--- src/rtl/dual_crc_pkg.sv ---
package dual_crc_pkg;
    localparam int BYTE_W = 8;

    // End-to-end code
    localparam int          E2E_W       = 32;
    localparam logic [31:0] E2E_POLY    = 32'h04C1_1DB7;
    localparam logic [31:0] E2E_SEED    = 32'hFFFF_FFFF;
    localparam logic [31:0] E2E_RESIDUE = 32'hDEBB_20E3;

    // Per-hop code
    localparam int          HOP_W    = 16;
    localparam logic [15:0] HOP_POLY = 16'h100B;
    localparam logic [15:0] HOP_SEED = 16'hFFFF;

    localparam int E2E_BYTES     = E2E_W / BYTE_W;
    localparam int HOP_BYTES     = HOP_W / BYTE_W;
    localparam int TRAILER_BYTES = E2E_BYTES + HOP_BYTES;

    typedef enum logic [1:0] {TX_IDLE, TX_BODY, TX_E2E, TX_HOP} tx_state_t;
    typedef enum logic [1:0] {RX_IDLE, RX_BODY, RX_REPORT} rx_state_t;

    typedef struct packed {
        logic              mask;
        logic [BYTE_W-1:0] data;
    } lag_t;
endpackage

--- src/rtl/crc_lane.sv ---
module crc_lane #(
    parameter int           W       = 16,
    parameter logic [W-1:0] POLY    = '0,
    parameter logic [W-1:0] SEED    = '1,
    parameter bit           REFLECT = 1'b0,
    parameter int           BW      = 8
) (
    input  logic          clk,
    input  logic          rst_n,
    input  logic          clear,
    input  logic          step,
    input  logic [BW-1:0] din,
    output logic [W-1:0]  crc_q
);
    function automatic logic [W-1:0] bit_rev(input logic [W-1:0] x);
        logic [W-1:0] r;
        for (int i = 0; i < W; i++) r[i] = x[W-1-i];
        return r;
    endfunction

    localparam logic [W-1:0] POLY_REV = bit_rev(POLY);

    logic [W-1:0] base;
    logic [W-1:0] nxt;

    assign base = clear ? SEED : crc_q;

    generate
        if (REFLECT) begin : g_lsb_first
            always_comb begin
                nxt = base ^ W'(din);
                for (int b = 0; b < BW; b++)
                    nxt = nxt[0] ? ((nxt >> 1) ^ POLY_REV) : (nxt >> 1);
            end
        end else begin : g_msb_first
            always_comb begin
                nxt = base ^ {din, {(W-BW){1'b0}}};
                for (int b = 0; b < BW; b++)
                    nxt = nxt[W-1] ? ((nxt << 1) ^ POLY) : (nxt << 1);
            end
        end
    endgenerate

    always_ff @(posedge clk) begin
        if (!rst_n)     crc_q <= SEED;
        else if (step)  crc_q <= nxt;
        else if (clear) crc_q <= SEED;
    end
endmodule

--- src/rtl/dual_crc_tx.sv ---
module dual_crc_tx
    import dual_crc_pkg::*;
(
    input  logic              clk,
    input  logic              rst_n,
    input  logic              in_valid,
    output logic              in_ready,
    input  logic [BYTE_W-1:0] in_data,
    input  logic              in_first,
    input  logic              in_last,
    input  logic              in_variant,
    output logic              out_valid,
    output logic [BYTE_W-1:0] out_data,
    output logic              out_first,
    output logic              out_last,
    output logic              open_o
);
    localparam int IDX_W = $clog2(E2E_BYTES);
    localparam logic [IDX_W-1:0] E2E_END = IDX_W'(E2E_BYTES - 1);
    localparam logic [IDX_W-1:0] HOP_END = IDX_W'(HOP_BYTES - 1);

    tx_state_t         state_q, state_d;
    logic [IDX_W-1:0]  idx_q;
    logic              take;
    logic [E2E_W-1:0]  e2e_q, e2e_fcs;
    logic [HOP_W-1:0]  hop_q;
    logic [BYTE_W-1:0] e2e_byte, hop_byte, hop_din, e2e_din;

    assign in_ready = (state_q == TX_IDLE) || (state_q == TX_BODY);
    assign take     = in_valid && in_ready && (in_first || state_q == TX_BODY);
    assign open_o   = (state_q == TX_BODY);

    assign e2e_fcs  = ~e2e_q;
    assign e2e_byte = BYTE_W'(e2e_fcs >> (BYTE_W * int'(idx_q)));
    assign hop_byte = BYTE_W'(hop_q >> (BYTE_W * (HOP_BYTES - 1 - int'(idx_q))));
    assign e2e_din  = in_variant ? {BYTE_W{1'b1}} : in_data;
    assign hop_din  = (state_q == TX_E2E) ? e2e_byte : in_data;

    crc_lane #(.W(E2E_W), .POLY(E2E_POLY), .SEED(E2E_SEED), .REFLECT(1'b1), .BW(BYTE_W)) u_e2e (
        .clk(clk), .rst_n(rst_n), .clear(take && in_first), .step(take),
        .din(e2e_din), .crc_q(e2e_q)
    );

    crc_lane #(.W(HOP_W), .POLY(HOP_POLY), .SEED(HOP_SEED), .REFLECT(1'b0), .BW(BYTE_W)) u_hop (
        .clk(clk), .rst_n(rst_n), .clear(take && in_first),
        .step(take || state_q == TX_E2E), .din(hop_din), .crc_q(hop_q)
    );

    always_comb begin
        state_d = state_q;
        unique case (state_q)
            TX_IDLE, TX_BODY: begin
                if (take) state_d = in_last ? TX_E2E : TX_BODY;
            end
            TX_E2E:  if (idx_q == E2E_END) state_d = TX_HOP;
            TX_HOP:  if (idx_q == HOP_END) state_d = TX_IDLE;
            default: state_d = TX_IDLE;
        endcase
    end

    always_ff @(posedge clk) begin
        if (!rst_n) begin
            state_q <= TX_IDLE;
            idx_q   <= '0;
        end else begin
            state_q <= state_d;
            idx_q   <= (state_d != state_q) ? '0 : idx_q + 1'b1;
        end
    end

    always_ff @(posedge clk) begin
        if (!rst_n) begin
            out_valid <= 1'b0;
            out_data  <= '0;
            out_first <= 1'b0;
            out_last  <= 1'b0;
        end else begin
            out_valid <= take || (state_q == TX_E2E) || (state_q == TX_HOP);
            out_first <= take && in_first;
            out_last  <= (state_q == TX_HOP) && (idx_q == HOP_END);
            unique case (state_q)
                TX_E2E:  out_data <= e2e_byte;
                TX_HOP:  out_data <= hop_byte;
                default: out_data <= in_data;
            endcase
        end
    end
endmodule

--- src/rtl/dual_crc_rx.sv ---
module dual_crc_rx
    import dual_crc_pkg::*;
(
    input  logic              clk,
    input  logic              rst_n,
    input  logic              in_valid,
    input  logic [BYTE_W-1:0] in_data,
    input  logic              in_first,
    input  logic              in_last,
    input  logic              in_variant,
    output logic              stat_valid,
    output logic [1:0]        stat_err,
    output logic              open_o
);
    localparam int LAG   = HOP_BYTES;
    localparam int CNT_W = $clog2(TRAILER_BYTES + 1);
    localparam logic [CNT_W-1:0] CNT_FULL = CNT_W'(TRAILER_BYTES);

    rx_state_t         state_q, state_d;
    lag_t              lag_q [LAG];
    logic [LAG-1:0]    lag_v;
    logic [CNT_W-1:0]  cnt_q;
    logic              take, short_pkt;
    logic [E2E_W-1:0]  e2e_q;
    logic [HOP_W-1:0]  hop_q;
    logic [BYTE_W-1:0] e2e_din;

    assign take    = in_valid && (in_first || state_q == RX_BODY);
    assign open_o  = (state_q == RX_BODY);
    assign e2e_din = lag_q[LAG-1].mask ? {BYTE_W{1'b1}} : lag_q[LAG-1].data;

    // The end-to-end lane trails the input by the per-hop trailer length,
    // so the per-hop bytes never enter it.
    crc_lane #(.W(E2E_W), .POLY(E2E_POLY), .SEED(E2E_SEED), .REFLECT(1'b1), .BW(BYTE_W)) u_e2e (
        .clk(clk), .rst_n(rst_n), .clear(take && in_first),
        .step(take && !in_first && lag_v[LAG-1]), .din(e2e_din), .crc_q(e2e_q)
    );

    crc_lane #(.W(HOP_W), .POLY(HOP_POLY), .SEED(HOP_SEED), .REFLECT(1'b0), .BW(BYTE_W)) u_hop (
        .clk(clk), .rst_n(rst_n), .clear(take && in_first), .step(take),
        .din(in_data), .crc_q(hop_q)
    );

    always_ff @(posedge clk) begin
        if (!rst_n) begin
            lag_v <= '0;
            cnt_q <= '0;
            for (int i = 0; i < LAG; i++) lag_q[i] <= '0;
        end else if (take) begin
            lag_q[0] <= '{mask: in_variant, data: in_data};
            for (int i = 1; i < LAG; i++) lag_q[i] <= lag_q[i-1];
            lag_v <= in_first ? LAG'(1) : {lag_v[LAG-2:0], 1'b1};
            if (in_first)             cnt_q <= CNT_W'(1);
            else if (cnt_q != CNT_FULL) cnt_q <= cnt_q + 1'b1;
        end
    end

    always_comb begin
        state_d = state_q;
        unique case (state_q)
            RX_IDLE, RX_REPORT: begin
                if (take) state_d = in_last ? RX_REPORT : RX_BODY;
                else      state_d = RX_IDLE;
            end
            RX_BODY: if (take && in_last) state_d = RX_REPORT;
            default: state_d = RX_IDLE;
        endcase
    end

    always_ff @(posedge clk) begin
        if (!rst_n) state_q <= RX_IDLE;
        else        state_q <= state_d;
    end

    always_comb begin
        short_pkt  = (cnt_q < CNT_FULL);
        stat_valid = (state_q == RX_REPORT);
        stat_err   = '0;
        if (stat_valid) begin
            stat_err[0] = short_pkt || (hop_q != '0);
            stat_err[1] = short_pkt || (e2e_q != E2E_RESIDUE);
        end
    end
endmodule

--- src/rtl/dual_crc_engine.sv ---
module dual_crc_engine
    import dual_crc_pkg::*;
(
    input  logic              clk,
    input  logic              rst_n,
    input  logic              tx_in_valid,
    output logic              tx_in_ready,
    input  logic [BYTE_W-1:0] tx_in_data,
    input  logic              tx_in_first,
    input  logic              tx_in_last,
    input  logic              tx_in_variant,
    output logic              tx_out_valid,
    output logic [BYTE_W-1:0] tx_out_data,
    output logic              tx_out_first,
    output logic              tx_out_last,
    input  logic              rx_in_valid,
    input  logic [BYTE_W-1:0] rx_in_data,
    input  logic              rx_in_first,
    input  logic              rx_in_last,
    input  logic              rx_in_variant,
    output logic              rx_stat_valid,
    output logic [1:0]        rx_stat_err
);
    logic tx_open;
    logic rx_open;

    dual_crc_tx u_tx (
        .clk(clk), .rst_n(rst_n),
        .in_valid(tx_in_valid), .in_ready(tx_in_ready), .in_data(tx_in_data),
        .in_first(tx_in_first), .in_last(tx_in_last), .in_variant(tx_in_variant),
        .out_valid(tx_out_valid), .out_data(tx_out_data),
        .out_first(tx_out_first), .out_last(tx_out_last), .open_o(tx_open)
    );

    dual_crc_rx u_rx (
        .clk(clk), .rst_n(rst_n),
        .in_valid(rx_in_valid), .in_data(rx_in_data), .in_first(rx_in_first),
        .in_last(rx_in_last), .in_variant(rx_in_variant),
        .stat_valid(rx_stat_valid), .stat_err(rx_stat_err), .open_o(rx_open)
    );
endmodule

--- config.mk ---
export PLATFORM = sky130hd
export DESIGN_NAME = dual_crc_engine
export DESIGN_NICKNAME = d
export VERILOG_FILES = /design/src/rtl/dual_crc_pkg.sv /design/src/rtl/crc_lane.sv /design/src/rtl/dual_crc_tx.sv /design/src/rtl/dual_crc_rx.sv /design/src/rtl/dual_crc_engine.sv
export SDC_FILE = /design/constraint.sdc
export NUM_CORES = 1
export LEC_CHECK = 0
export BUFFER_PORTS_ARGS = -buffer_cell sky130_fd_sc_hd__buf_2
export CAP_MARGIN = 0
export CORE_MARGIN = 10
export CORE_UTILIZATION = 55
export DETAILED_ROUTE_END_ITERATION = 12
export PLACE_DENSITY = 0.76
export REMOVE_ABC_BUFFERS = 1
export SLEW_MARGIN = 5
export SYNTH_ARGS = -nofsm -noshare
export SYNTH_HDL_FRONTEND = slang
export SYNTH_SLANG_ARGS = --single-unit
--- constraint.sdc ---
create_clock -name clk -period 2.3 [get_ports clk]
set_clock_uncertainty 0.1 [all_clocks]
set_input_delay 0.575 -clock clk [delete_from_list [all_inputs] [get_ports clk]]
set_output_delay 0.575 -clock clk [all_outputs]
set_load 0.005 [all_outputs]
; ---- Word-level counts from Yosys, hierarchy flattened
; Memories as Yosys holds them, arrays and structs flattened.
; Index checks and enable logic that the tools add are counted.
[classes]
reduce_logical = 25
addsub = 3
n_lt_le_gt_ge = 1
n_shift = 2
mux = 63
bitwise = 40
eq_ne = 11
[ops]
columns = op, count
row1 = $mux 32, 20
row2 = $not 13->14, 16
row3 = $mux 13, 16
row4 = $mux 16, 4
row5 = $not 4->4, 16
row6 = $xor 32x8->32, 2
row7 = $ne 32x32->1 const B, 1
row8 = $not 32->32, 1
row9 = $shr 16x32->8, 1
row10 = $shr 32x5->8, 1
row11 = $xor 16x16->16, 2
row12 = $mux 8, 3
row13 = $mux 2, 9
row14 = $mux 9, 2
row15 = $pmux 8 s2, 1
row16 = $reduce_bool 16->1, 1
row17 = $logic_and 1x1->1, 9
row18 = $eq 2x2->1 const B, 4
row19 = $logic_or 1x1->1, 7
row20 = $eq 2x1->1 const B, 3
row21 = $mux 3, 2
row22 = $pmux 2 s3, 1
row23 = $reduce_or 2->1, 3
row24 = $logic_not 2->1, 2
row25 = 14 further kinds, 18
[word_totals]
word_cells = 159
mem_bits_rw = 18
input_bits = 26
mem_count = 1
ff_bits = 118
out_inout_bits = 15
[memory_table]
columns = name, words, word_bits, rd, rd_clocked_by_memory_dff, wr, line
row1 = u_rx.lag_q, 2, 9, 2, 0, 2, dual_crc_rx.sv:20  ; lag_t lag_q [LAG];

; ---- Logic depth before layout (Yosys ltp)
; Gate-level depths: netlist of run 1.
[logic_depth]
ltp_word = 24
depth_mapped = 10
depth_no_buf = 7

; ---- Cells and area by module
; From an unflattened synthesis of run 1, not the netlist that was laid out.
[unflattened]
cells_unflattened = 1158
area_unflattened_um2 = 9880.7
[modules_own_cells]
columns = module, cells_per_inst, area_each_um2, seq_area_each_um2, instances
row1 = crc_lane (u_rx.u_hop ...), 154, 1258.7, 320.3, 2
row2 = crc_lane (u_rx.u_e2e), 303, 2491.1, 640.6, 1
row3 = crc_lane (u_tx.u_e2e), 305, 2462.4, 640.6, 1
row4 = dual_crc_rx, 109, 1214.9, 680.7, 1
row5 = dual_crc_tx, 133, 1194.9, 300.3, 1

; ---- Least setup slack after synthesis of run 1
; OpenSTA, ideal clock, no wires.
[synth_timing]
path_type = in2reg
start = input rx_in_valid
end = register u_rx.u_e2e.crc_q[19]
slack_ns = -0.219
path_buffers = 1
arrival_time_ns = 2.289
path_stages = 8
setup_ns = 0.130
t_required_ns = 2.070
cell_sequence = buf_2 nand2_1 nand2_1 xnor2_4 xor3_1 xnor3_1 nor2_1 o21ai_1
[synth_between]
elab_chain_len = 19
elab_cells_between_ends = 22
cone_classes = mux (10) / bitwise (8) / reduce/logical (4)
[synth_lines]
columns = element, line
row1 = from (decl), dual_crc_engine.sv:16  ; input logic rx_in_valid,
row2 = $logic_and 1x1->1 *, dual_crc_rx.sv:28  ; assign take = in_valid && (in_first || state_q == RX_BODY);
row3 = $logic_and 1x1->1, dual_crc_rx.sv:35  ; .clk(clk), .rst_n(rst_n), .clear(take && in_first),
row4 = $mux 32, crc_lane.sv:26  ; assign base = clear ? SEED : crc_q;
row5 = $xor 32x8->32, crc_lane.sv:31  ; nxt = base ^ W'(din);
row6 = $not 13->14 (no line), -
row7 = $mux 32 (2 in a row), crc_lane.sv:33  ; nxt = nxt[0] ? ((nxt >> 1) ^ POLY_REV) : (nxt >> 1);
row8 = $not 13->14 (no line), -
row9 = $mux 32, crc_lane.sv:33
row10 = $not 13->14 (no line), -
row11 = $mux 32 (2 in a row), crc_lane.sv:33
row12 = $not 13->14 (no line), -
row13 = $mux 32, crc_lane.sv:33
row14 = $not 13->14 (no line), -
row15 = $mux 32, crc_lane.sv:33
row16 = $not 13->14 (no line), -
row17 = $mux 32, crc_lane.sv:33
row18 = $mux 32 *, crc_lane.sv:46  ; else if (step) crc_q <= nxt;
row19 = to (signal assigned), crc_lane.sv:46
row20 = to (decl), crc_lane.sv:13  ; output logic [W-1:0] crc_q
; Every way passes the cells marked *; elsewhere a longest branch is shown, timed or not.
; A chain may end at the register's enable or synchronous reset.

; ---- Final worst setup path of run 1
[layout_timing]
start = register u_rx.u_e2e.crc_q[14]
end = output rx_stat_err[1]
[layout_between]
elab_chain_len = 3
[layout_lines]
columns = element, line
row1 = $ne 32x32->1, dual_crc_rx.sv:81  ; stat_err[1] = short_pkt || (e2e_q != E2E_RESIDUE);
row2 = $logic_or 1x1->1, dual_crc_rx.sv:81
row3 = $mux 2, dual_crc_rx.sv:79  ; if (stat_valid) begin
row4 = to (decl), dual_crc_engine.sv:22  ; output logic [1:0] rx_stat_err
; Every way passes these cells.

==> results of run 1 <==
cell usage after synthesis, types with 3 or more instances:
library cell / instances
nand2_1: 87
o21ai_1: 25
buf_2: 9
o22ai_1: 23
nor3b_1: 5
edfxtp_1: 18
o21a_1: 11
a31oi_1: 3
nand4_1: 5
ha_1: 4
xnor2_4: 3
a21oi_1: 28
o21ai_0: 6
xnor2_2: 12
buf_4: 4
inv_1: 14
buf_1: 6
nor2_1: 163
o22a_1: 4
xnor2_1: 153
mux4_2: 8
xor2_1: 61
nand3_1: 8
clkbuf_1: 40
nor3_1: 23
mux2i_1: 14
nor2b_1: 7
dfxtp_1: 118
and2_1: 21
o211ai_1: 37
nor4_1: 5
logic make-up (layout without fill, tap and decap cells):
family	Yosys count	count (layout)	share of synthesized area, %
buffers and inverters	76	235	3.91
multiplexers	25	25	4.51
flip-flops	136	136	34.7
AND/OR/NAND/NOR	338	338	17.8
XOR/XNOR	233	233	26.9
adder cells (fa/ha/maj)	4	4	0.599
AO/OA/AOI/OAI	150	150	11.5
final timing paths:
kind	endpoint	cells after the start	slack [ps]
worst max-delay path	rx_stat_err[1]	5	-490
worst min-delay path	u_rx.state_q[1]$_SDFFE_PN0P_	3	310
worst max register to register	u_tx.u_hop.crc_q[15]$_SDFF_PN1_	9	-120
worst min register to register	u_rx.lag_v[0]$_SDFFE_PN0N_	1	370
critical path: stages, from the launching register on:
cell and delay (ps):
dfxtp_1 310, or4b_4 560, nor4_4 250, nand4_1 160
o31a_1 280, buf_2 130
power groups by stage:
stage / Sequential (W) / Combinational [W] / Clock, W
6_report: 0.00280 / 0.00332 / 0.00269
5_1_grt: 0.00282 / 0.00354 / 0.00281
4_1_cts: 0.00278 / 0.00310 / 0.00271
3_5_place_dp: 0.00282 / 0.00296 / 0
3_3_place_gp: 0.00282 / 0.00290 / 0
2_1_floorplan: 0.00281 / 0.00195 / 0
timing repair:
action / CTS / global route
gates resized for setup: 24 / 37
pin swaps: 13 / 18
buffers inserted: 4 / 6
setup endpoints to repair: 17 / 23
layout make-up:
class                           instances  area share (%)
Timing Repair Buffer                  188            13.5
Tap cell                              184            2.16
Sequential cell                       136            27.3
Clock inverter                         15            1.43
Inverter                               15           0.527
Multi-Input combinational cell        750            51.2
Clock buffer                           17            3.98
through the flow:
step	instances	utilization (%)	worst slack (ps)	total power [W]	hold WS [ps]
CTS	1301	70.9	-437	0.00859	309
detailed placement	1265	65.9	-230	0.00578	353
global route	1305	72.7	-490	0.00917	321
floorplan	901	-	-2920	0.00476	327
global placement	1265	65.9	-147	0.00571	339
finish	1305	72.7	-495	0.00880	312
state kept, by name (all words and copies together) (netlist names):
signal,cells
u_rx.u_e2e.crc_q,32
u_tx.u_e2e.crc_q,32
u_rx.lag_q,18
u_rx.u_hop.crc_q,16
u_tx.u_hop.crc_q,16
u_tx.out_data,8
u_rx.cnt_q,3
u_rx.lag_v,2
u_rx.state_q,2
u_tx.idx_q,2
u_tx.state_q,2
u_tx.out_first,1
u_tx.out_last,1
u_tx.out_valid,1
metal layers:
metal  share of wire [%]  wire, um
met1                  42     10000
met2                  49     11500
met3                 6.4      1500
met4                 2.4       555
met5                   0         0
==> metrics.csv, run 1 <==
stage,metric,value,unit
status,status,"finished, violations left",
status,violations,setup timing,
synthesis,synth_edf_count,18,
synthesis,synth_top_cell_by_area,dfxtp_1,
clock_tree,cts.htree.levels,4,
global_routing,use_met1,28.8,%
global_routing,grt_pass1_wl,37.2,mm
synthesis,ys.flop_type,dfxtp_1,
synthesis,mappedNetlistArea,8350,um2
sta,period_share,122,%
worst_setup_path,critPathArrivalTime,2120,ps
floorplan,dieWidth,143,um
floorplan,rows,44,
synthesis,ys_seq_area_share,34.7,%
floorplan,die_h,143,um
worst_setup_path,critical_path_required,1620,ps
placement,dp_hpwl,16.3,mm
global_routing,busiest_layer,met2,
worst_setup_path,timing.rr.start,u_tx.idx_q[0]$_SDFF_PP0_,
detailed_routing,antenna_left,0,
power_and_ir_drop,p_int,0.00594,W
global_routing,overflow,0,
sta,slew_headroom,62.4,%
global_routing,grt_use_total,22.7,%
sta,fmax,358,MHz
sta,rsz0062_at_grt,true,
global_routing,grt_pass1_vias,7213,
sta,worstMarginPinSlew,562,ps
power_and_ir_drop,seqPwrFrac,31.8,%
placement,io_buffers,40,
clock_tree,cts_hold_buf,0,
clock_tree,clkLatencyLatePin,440,ps
global_routing,met2_usage,37.0,%
power_and_ir_drop,p_comb_share,37.7,%
synthesis,async_flop_share,0,%
detailed_routing,vias_per_cell,5.69,
sta,totalNegativeSetupSlack,-876,ps
worst_hold_path,hold_class,primary input to flop,
clock_tree,cts_inserted_buffers,17,
power_and_ir_drop,p_per_area,824,nW/um2
clock_tree,cts.path.max_buffers,2,
detailed_routing,drt-initial-drc-count,714,
synthesis,ys_warn_count,0,
global_routing,antenna_found_initial,0,
worst_setup_path,worst-path-max-fanout,2,
power_and_ir_drop,ir_worst_vdd,710,uV
clock_tree,cts_sinks,136,
synthesis,avgSynthCellArea,8.68,um2
worst_setup_path,worstSetupEndpointType,output pin,
finish,seqCellArea,2910,um2
finish,areaGrowthSynthToFinish,27.8,%
job,drv_cap,0,
worst_hold_path,min_from,rx_in_last,
floorplan,pin_count,41,
finish,final_common_cell,nor2_1,
sta,period_needed,2790,ps
placement,dpl_cell_area,9690,um2
sta,setup_viol,7,
detailed_routing,dr_total_vias,7425,
power_and_ir_drop,p_sw,0.00287,W
global_routing,use_met3,4.78,%
sta,final-max-slew-violation-count,0,
detailed_routing,wl_per_cell,18.1,um
synthesis,syn_inst,962,
finish,multi_input_area,5470,um2
clock_tree,cts_tree,yes,
finish,drive_gt1_share,26.0,%
floorplan,start_util,56.8,%
finish,nets,1138,
global_routing,grt_max_degree,65,
floorplan,die_area,20500,um2
worst_setup_path,critPathLaunchType,flop,
clock_tree,cts_root_buf,clkbuf_16,
synthesis,netlist_top_cells_area,"dfxtp_1 28%, xnor2_1 16%, nor2_1 7.3%, edfxtp_1 6.5%, xor2_1 6.4%",
floorplan,coreArea,14700,um2
synthesis,yosys.area.top_type_share,28.3,%
synthesis,synth.distinct_cells,62,
power_and_ir_drop,power.share.switching,32.6,%
sta,final.setup.worst_slack,-495,ps
detailed_routing,firstDrtPassIters,6,
finish,n_antenna_cell,0,
finish,most-common-layout-cells,"159 x nor2_1, 145 x xnor2_1, 135 x buf_4",
finish,design_area,10700,um2
power_and_ir_drop,leakage,4.27,nW
finish,fill_cells,967,
placement,place.gp.congestion,0.929,
sta,hold_violations,0,
detailed_routing,drc,0,
clock_tree,cts.clk_slew.worst_paths,60,ps
worst_setup_path,crit_path_start,u_rx.u_e2e.crc_q[14]$_SDFF_PN1_,
power_and_ir_drop,pwr-share-clk,30.5,%
worst_setup_path,crit_type,flop to output pin,
detailed_routing,wirelength,23.6,mm
synthesis,ys_seq_elements,136,
Note: power is estimated with default switching activity, not from simulation.
==> run 2: changes to the inputs <==
--- a/config.mk
+++ b/config.mk
@@ -11,7 +11,6 @@
 export CORE_UTILIZATION = 55
 export DETAILED_ROUTE_END_ITERATION = 12
 export PLACE_DENSITY = 0.76
-export REMOVE_ABC_BUFFERS = 1
 export SLEW_MARGIN = 5
 export SYNTH_ARGS = -nofsm -noshare
 export SYNTH_HDL_FRONTEND = slang
==> run 2 against run 1 <==
  * The flow still finishes with violations (setup timing)
  * Worst setup slack improved by 28 ps
  * Design area fell by 1.3%
  * Worst hold slack got worse by 2.4 ps
  * Via count fell by 1.4%
  * Critical endpoint unchanged
  * Largest cell class unchanged
  * Largest power group unchanged
==> metrics.csv, run 2 (synthesis gave the netlist of run 1 again) <==
stage,metric,value,unit
finish,n_antenna_cell,0,
clock_tree,cts.path.max_buffers,2,
sta,final.setup.worst_slack,-467,ps
floorplan,coreArea,14700,um2
worst_setup_path,timing.rr.end,u_tx.u_hop.crc_q[15]$_SDFF_PN1_,
clock_tree,cts.clk_slew.worst_paths,60,ps
clock_tree,cts_sinks,136,
detailed_routing,antenna_left,0,
worst_setup_path,crit_type,flop to output pin,
sta,fmax,361,MHz
floorplan,pin_count,41,
sta,final-max-slew-violation-count,0,
finish,drive_gt1_share,25.0,%
placement,io_buffers,40,
power_and_ir_drop,ir_worst_vdd,596,uV
worst_setup_path,r2r_cells,8,
worst_setup_path,crit_family,simple AND/OR/NAND/NOR gates,
worst_setup_path,timing.rr.start,u_tx.idx_q[0]$_SDFF_PP0_,
worst_hold_path,min_path_cells,3,
worst_setup_path,critPathLaunchType,flop,
finish,top_regs,"u_rx.u_e2e.crc_q: 32 flops, u_tx.u_e2e.crc_q: 32 flops, u_rx.lag_q: 18 flops",
sta,hold_violations,0,
finish,fill_cells,1065,
sta,rsz0062_at_grt,true,
worst_setup_path,critical_path_required,1620,ps
clock_tree,cts_inserted_buffers,17,
clock_tree,cts.htree.levels,4,
finish,most-common-layout-cells,"161 x nor2_1, 140 x xnor2_1, 127 x buf_4",
clock_tree,cts_root_buf,clkbuf_16,
synthesis,synth_nets,992,
worst_setup_path,rrSetupSlack,-130,ps
sta,hold_slack,310,ps
finish,nets,1129,
worst_hold_path,hold_class,primary input to flop,
worst_setup_path,crit_chain,"or4b_4, nor4_4, nand4_1, o31a_1, buf_2",
sta,period_needed,2770,ps
worst_setup_path,crit_slowest_cell,or4b_4,
worst_hold_path,min_to,u_rx.state_q[1]$_SDFFE_PN0P_,
worst_setup_path,worstSetupEndpointType,output pin,
worst_setup_path,path_buf_inv,1,
global_routing,overflow,0,
detailed_routing,wl_per_cell,17.5,um
floorplan,die_h,143,um
floorplan,die_area,20500,um2
global_routing,grt_use_total,22.2,%
sta,setup_viol,12,
floorplan,start_util,56.8,%
global_routing,grt_pass1_wl,36.5,mm
detailed_routing,firstDrtPassIters,7,
floorplan,rows,44,
finish,areaGrowthSynthToFinish,26.1,%
detailed_routing,dr_total_vias,7324,
sta,slew_headroom,57.6,%
worst_setup_path,max_stage_delay,550,ps
power_and_ir_drop,p_per_area,823,nW/um2
placement,post-place-ws,-193,ps
sta,worstMarginPinSlew,631,ps
status,violations,setup timing,
floorplan,dieWidth,143,um
global_routing,grt_max_degree,65,
detailed_routing,drc,0,
clock_tree,cts_tree,yes,
worst_hold_path,min_from,rx_in_last,
detailed_routing,vias_per_cell,5.65,
finish,final_common_cell,nor2_1,
detailed_routing,wirelength,22.7,mm
sta,period_share,120,%
detailed_routing,drt-initial-drc-count,713,
global_routing,antenna_found_initial,0,
placement,dp_hpwl,15.5,mm
global_routing,grt_pass1_vias,7085,
power_and_ir_drop,finalPower,0.00867,W
job,drv_cap,0,
placement,place.gp.congestion,0.951,
worst_setup_path,critPathArrivalTime,2090,ps
power_and_ir_drop,leakage,4.23,nW
clock_tree,cts_hold_buf,0,
clock_tree,clkLatencyLatePin,440,ps
worst_setup_path,worst-path-max-fanout,2,
status,status,"finished, violations left",
==> run 2: per-layer routing <==
layer	track usage (%)	vias up	part of all wire, %
li1	-	3482	-
met1	28.5	3525	42
met2	36.8	269	50
met3	4.05	48	5.8
met4	7.85	0	2.3
met5	0	-	0
==> run 2: power breakdown <==
part	internal (W)	switching [W]	total [W]	leakage [nW]
clock	0.00153	0.00113	0.00265	0.264
sequential	0.00262	0.000177	0.00279	1.16
combinational	0.00167	0.00156	0.00322	2.81
total	0.00581	0.00286	0.00867	4.23
==> run 2: how the worst max path moves through the flow <==
stage | endpoint | cells past startpoint | startpoint | slack (ps)
floorplan | u_rx.u_e2e.crc_q[19]$_SDFF_PN1_ | 7 | rx_in_valid | -90
global placement | u_tx.u_e2e.crc_q[21]$_SDFF_PN1_ | 10 | tx_in_first | -170
detailed placement | u_rx.u_e2e.crc_q[19]$_SDFF_PN1_ | 8 | rx_in_valid | -190
CTS | rx_stat_err[1] | 5 | u_rx.u_e2e.crc_q[3]$_SDFF_PN1_ | -460
global route | rx_stat_err[1] | 5 | u_rx.u_e2e.crc_q[14]$_SDFF_PN1_ | -540
finish | rx_stat_err[1] | 5 | u_rx.u_e2e.crc_q[14]$_SDFF_PN1_ | -470
==> run 2: per-stage QoR <==
| stage | cell area (um2) | util (%) | std cells | setup TNS (ps) |
|---|---|---|---|---|
| after global placement | 9640 | 65.6 | 1257 | -1750 |
| after CTS | 10400 | 70.6 | 1295 | -700 |
| after floorplan | 8400 | - | 962 | -88.8 |
| after detailed placement | 9640 | 65.6 | 1257 | -3360 |
| after global routing | 10500 | 71.7 | 1296 | -1800 |
| final | 10500 | 71.7 | 1296 | -1060 |
==> run 2: layout make-up <==
cell class                 instances  area, um2  area share (%)
clock buffer                      20        447            4.24
sequential                       136       2910            27.6
timing repair buffer             179       1360            12.9
tap                              184        230            2.18
inverter                          15       56.3           0.534
clock inverter                    12        119            1.13
multi-input combinational        750       5410            51.4
==> run 2: worst min-delay path, stage by stage <==
cell and delay (ps):
buf_2 110, nand3_1 80, a21oi_1 40
==> run 2: repair_timing <==
item | 4_1_cts | 5_1_grt
gates resized for setup | 20 | 27
buffers inserted | 5 | 1
pin swaps | 12 | 17
gates cloned | 1 | 0
endpoints found under the setup margin | 14 | 23
==> run 3: changes to the inputs <==
==> constraint.sdc (replaced) <==
create_clock -name clk -period 2.3 [get_ports clk]
set_clock_uncertainty 0.1 [all_clocks]
set_input_delay 0.345 -clock clk [delete_from_list [all_inputs] [get_ports clk]]
set_output_delay 0.345 -clock clk [all_outputs]
set_load 0.005 [all_outputs]
==> run 3 against run 2 <==
  * The run still ends with setup timing left
  * Cell count down 2.2%
  * Sequential power about the same
  * Maximum frequency up 11%
  * Critical path type unchanged
  * Largest power group unchanged
==> metrics.csv, run 3 (synthesis gave the netlist of run 1 again) <==
stage,metric,value,unit
sta,worstMarginPinSlew,648,ps
worst_setup_path,critPathLaunchType,flop,
job,drv_cap,0,
power_and_ir_drop,ir_worst_vdd,629,uV
sta,hold_violations,0,
sta,period_share,109,%
floorplan,start_util,56.8,%
sta,totalNegativeSetupSlack,-212,ps
clock_tree,clkLatencyLatePin,430,ps
global_routing,grt_pass1_wl,35.0,mm
global_routing,antenna_found_initial,0,
worst_hold_path,hold_class,primary input to flop,
global_routing,overflow,0,
detailed_routing,wl_per_cell,17.2,um
clock_tree,cts_tree,yes,
clock_tree,cts_inserted_buffers,17,
finish,areaGrowthSynthToFinish,22.6,%
floorplan,pin_count,41,
placement,io_buffers,40,
placement,dp_hpwl,15.5,mm
detailed_routing,firstDrtPassIters,5,
detailed_routing,dr_total_vias,7035,
worst_setup_path,critPathArrivalTime,2060,ps
detailed_routing,wirelength,21.7,mm
finish,final_common_cell,nor2_1,
power_and_ir_drop,leakage,4.06,nW
finish,nets,1100,
detailed_routing,drt-initial-drc-count,687,
placement,place.gp.congestion,0.945,
clock_tree,cts.path.max_buffers,2,
clock_tree,cts.htree.levels,4,
detailed_routing,drc,0,
clock_tree,cts_sinks,136,
worst_setup_path,crit_type,flop to output pin,
sta,slew_headroom,56.7,%
worst_setup_path,worst-path-max-fanout,2,
sta,fmax,400,MHz
finish,drive_gt1_share,22.7,%
global_routing,grt_max_degree,65,
global_routing,grt_pass1_vias,6794,
finish,most-common-layout-cells,"158 x nor2_1, 143 x xnor2_1, 114 x dfxtp_1",
global_routing,grt_use_total,21.4,%
status,violations,setup timing,
floorplan,rows,44,
sta,hold_slack,88.5,ps
status,status,"finished, violations left",
floorplan,die_h,143,um
floorplan,dieWidth,143,um
detailed_routing,antenna_left,0,
sta,rsz0062_at_grt,true,
clock_tree,cts.clk_slew.worst_paths,60,ps
worst_setup_path,worstSetupEndpointType,output pin,
sta,final.setup.worst_slack,-202,ps
power_and_ir_drop,p_per_area,825,nW/um2
clock_tree,cts_root_buf,clkbuf_16,
synthesis,synth_nets,992,
sta,setup_viol,2,
floorplan,die_area,20500,um2
finish,top_regs,"u_rx.u_e2e.crc_q: 32 flops, u_tx.u_e2e.crc_q: 32 flops, u_rx.lag_q: 18 flops",
sta,period_needed,2500,ps
finish,n_antenna_cell,0,
worst_setup_path,critical_path_required,1860,ps
sta,final-max-slew-violation-count,0,
detailed_routing,vias_per_cell,5.55,
floorplan,coreArea,14700,um2
-- run 3: layer usage --
| layer | track usage (%) | wire [um] | up-vias |
|---|---|---|---|
| met5 | 0 | 0 | - |
| met4 | 6.34 | 318 | 0 |
| met3 | 4.64 | 1410 | 28 |
| met2 | 34.6 | 10500 | 227 |
| met1 | 28.1 | 9470 | 3346 |
| li1 | - | - | 3434 |
-- run 3: report_power, final --
| part | internal [W] | total (W) | switching [W] |
|---|---|---|---|
| registers | 0.00261 | 0.00281 | 0.000195 |
| logic | 0.00156 | 0.00301 | 0.00145 |
| clock network | 0.00153 | 0.00263 | 0.00110 |
-- run 3: path summary, 6_finish.rpt --
path                                                       end  slack (ps)  cells after the start                           start
worst max-delay path                            rx_stat_err[1]        -200                      5  u_rx.u_e2e.crc_q[2]$_SDFF_PN1_
worst max register to register  u_tx.u_hop.crc_q[3]$_SDFF_PN1_         -10                      8        u_tx.idx_q[0]$_SDFF_PP0_
worst min-delay path              u_rx.state_q[1]$_SDFFE_PN0P_          90                      3                      rx_in_last
worst min register to register      u_rx.lag_v[0]$_SDFFE_PN0N_         390                      1      u_rx.lag_v[0]$_SDFFE_PN0N_
-- run 3: stage by stage --
stage | total power [W] | cells | instance area [um2] | setup slack [ps] | utilization (%)
final | 0.00845 | 1267 | 10200 | -202 | 69.7
after global routing | 0.00885 | 1267 | 10200 | -272 | 69.7
after CTS | 0.00827 | 1260 | 10000 | -235 | 68.0
after global placement | 0.00553 | 1223 | 9330 | -18.7 | 63.4
after floorplan | 0.00483 | 962 | 8380 | 1.22 | -
after detailed placement | 0.00558 | 1223 | 9330 | -87.5 | 63.4
-- run 3: critical path, stage by stage (launching register included) --
cell and delay (ps):
dfxtp_1 310, or4bb_1 540, nor4_2 250, nand4_1 140, o31a_1 260, buf_2 130
-- run 3: cell type report --
class	instances	area, um2
tap	184	230
timing repair buffer	150	1090
inverter	15	56.3
sequential	136	2910
clock inverter	13	120
clock buffer	19	443
multi-input combinational	750	5380
fill	1089	4460
-- run 3: timing repair --
| action | in CTS | in global routing |
|---|---|---|
| pin swaps | 8 | 21 |
| gates resized for setup | 16 | 32 |
| setup buffers | 5 | 7 |
| hold buffers | 0 | 0 |
| endpoints found under the setup margin | 19 | 31 |
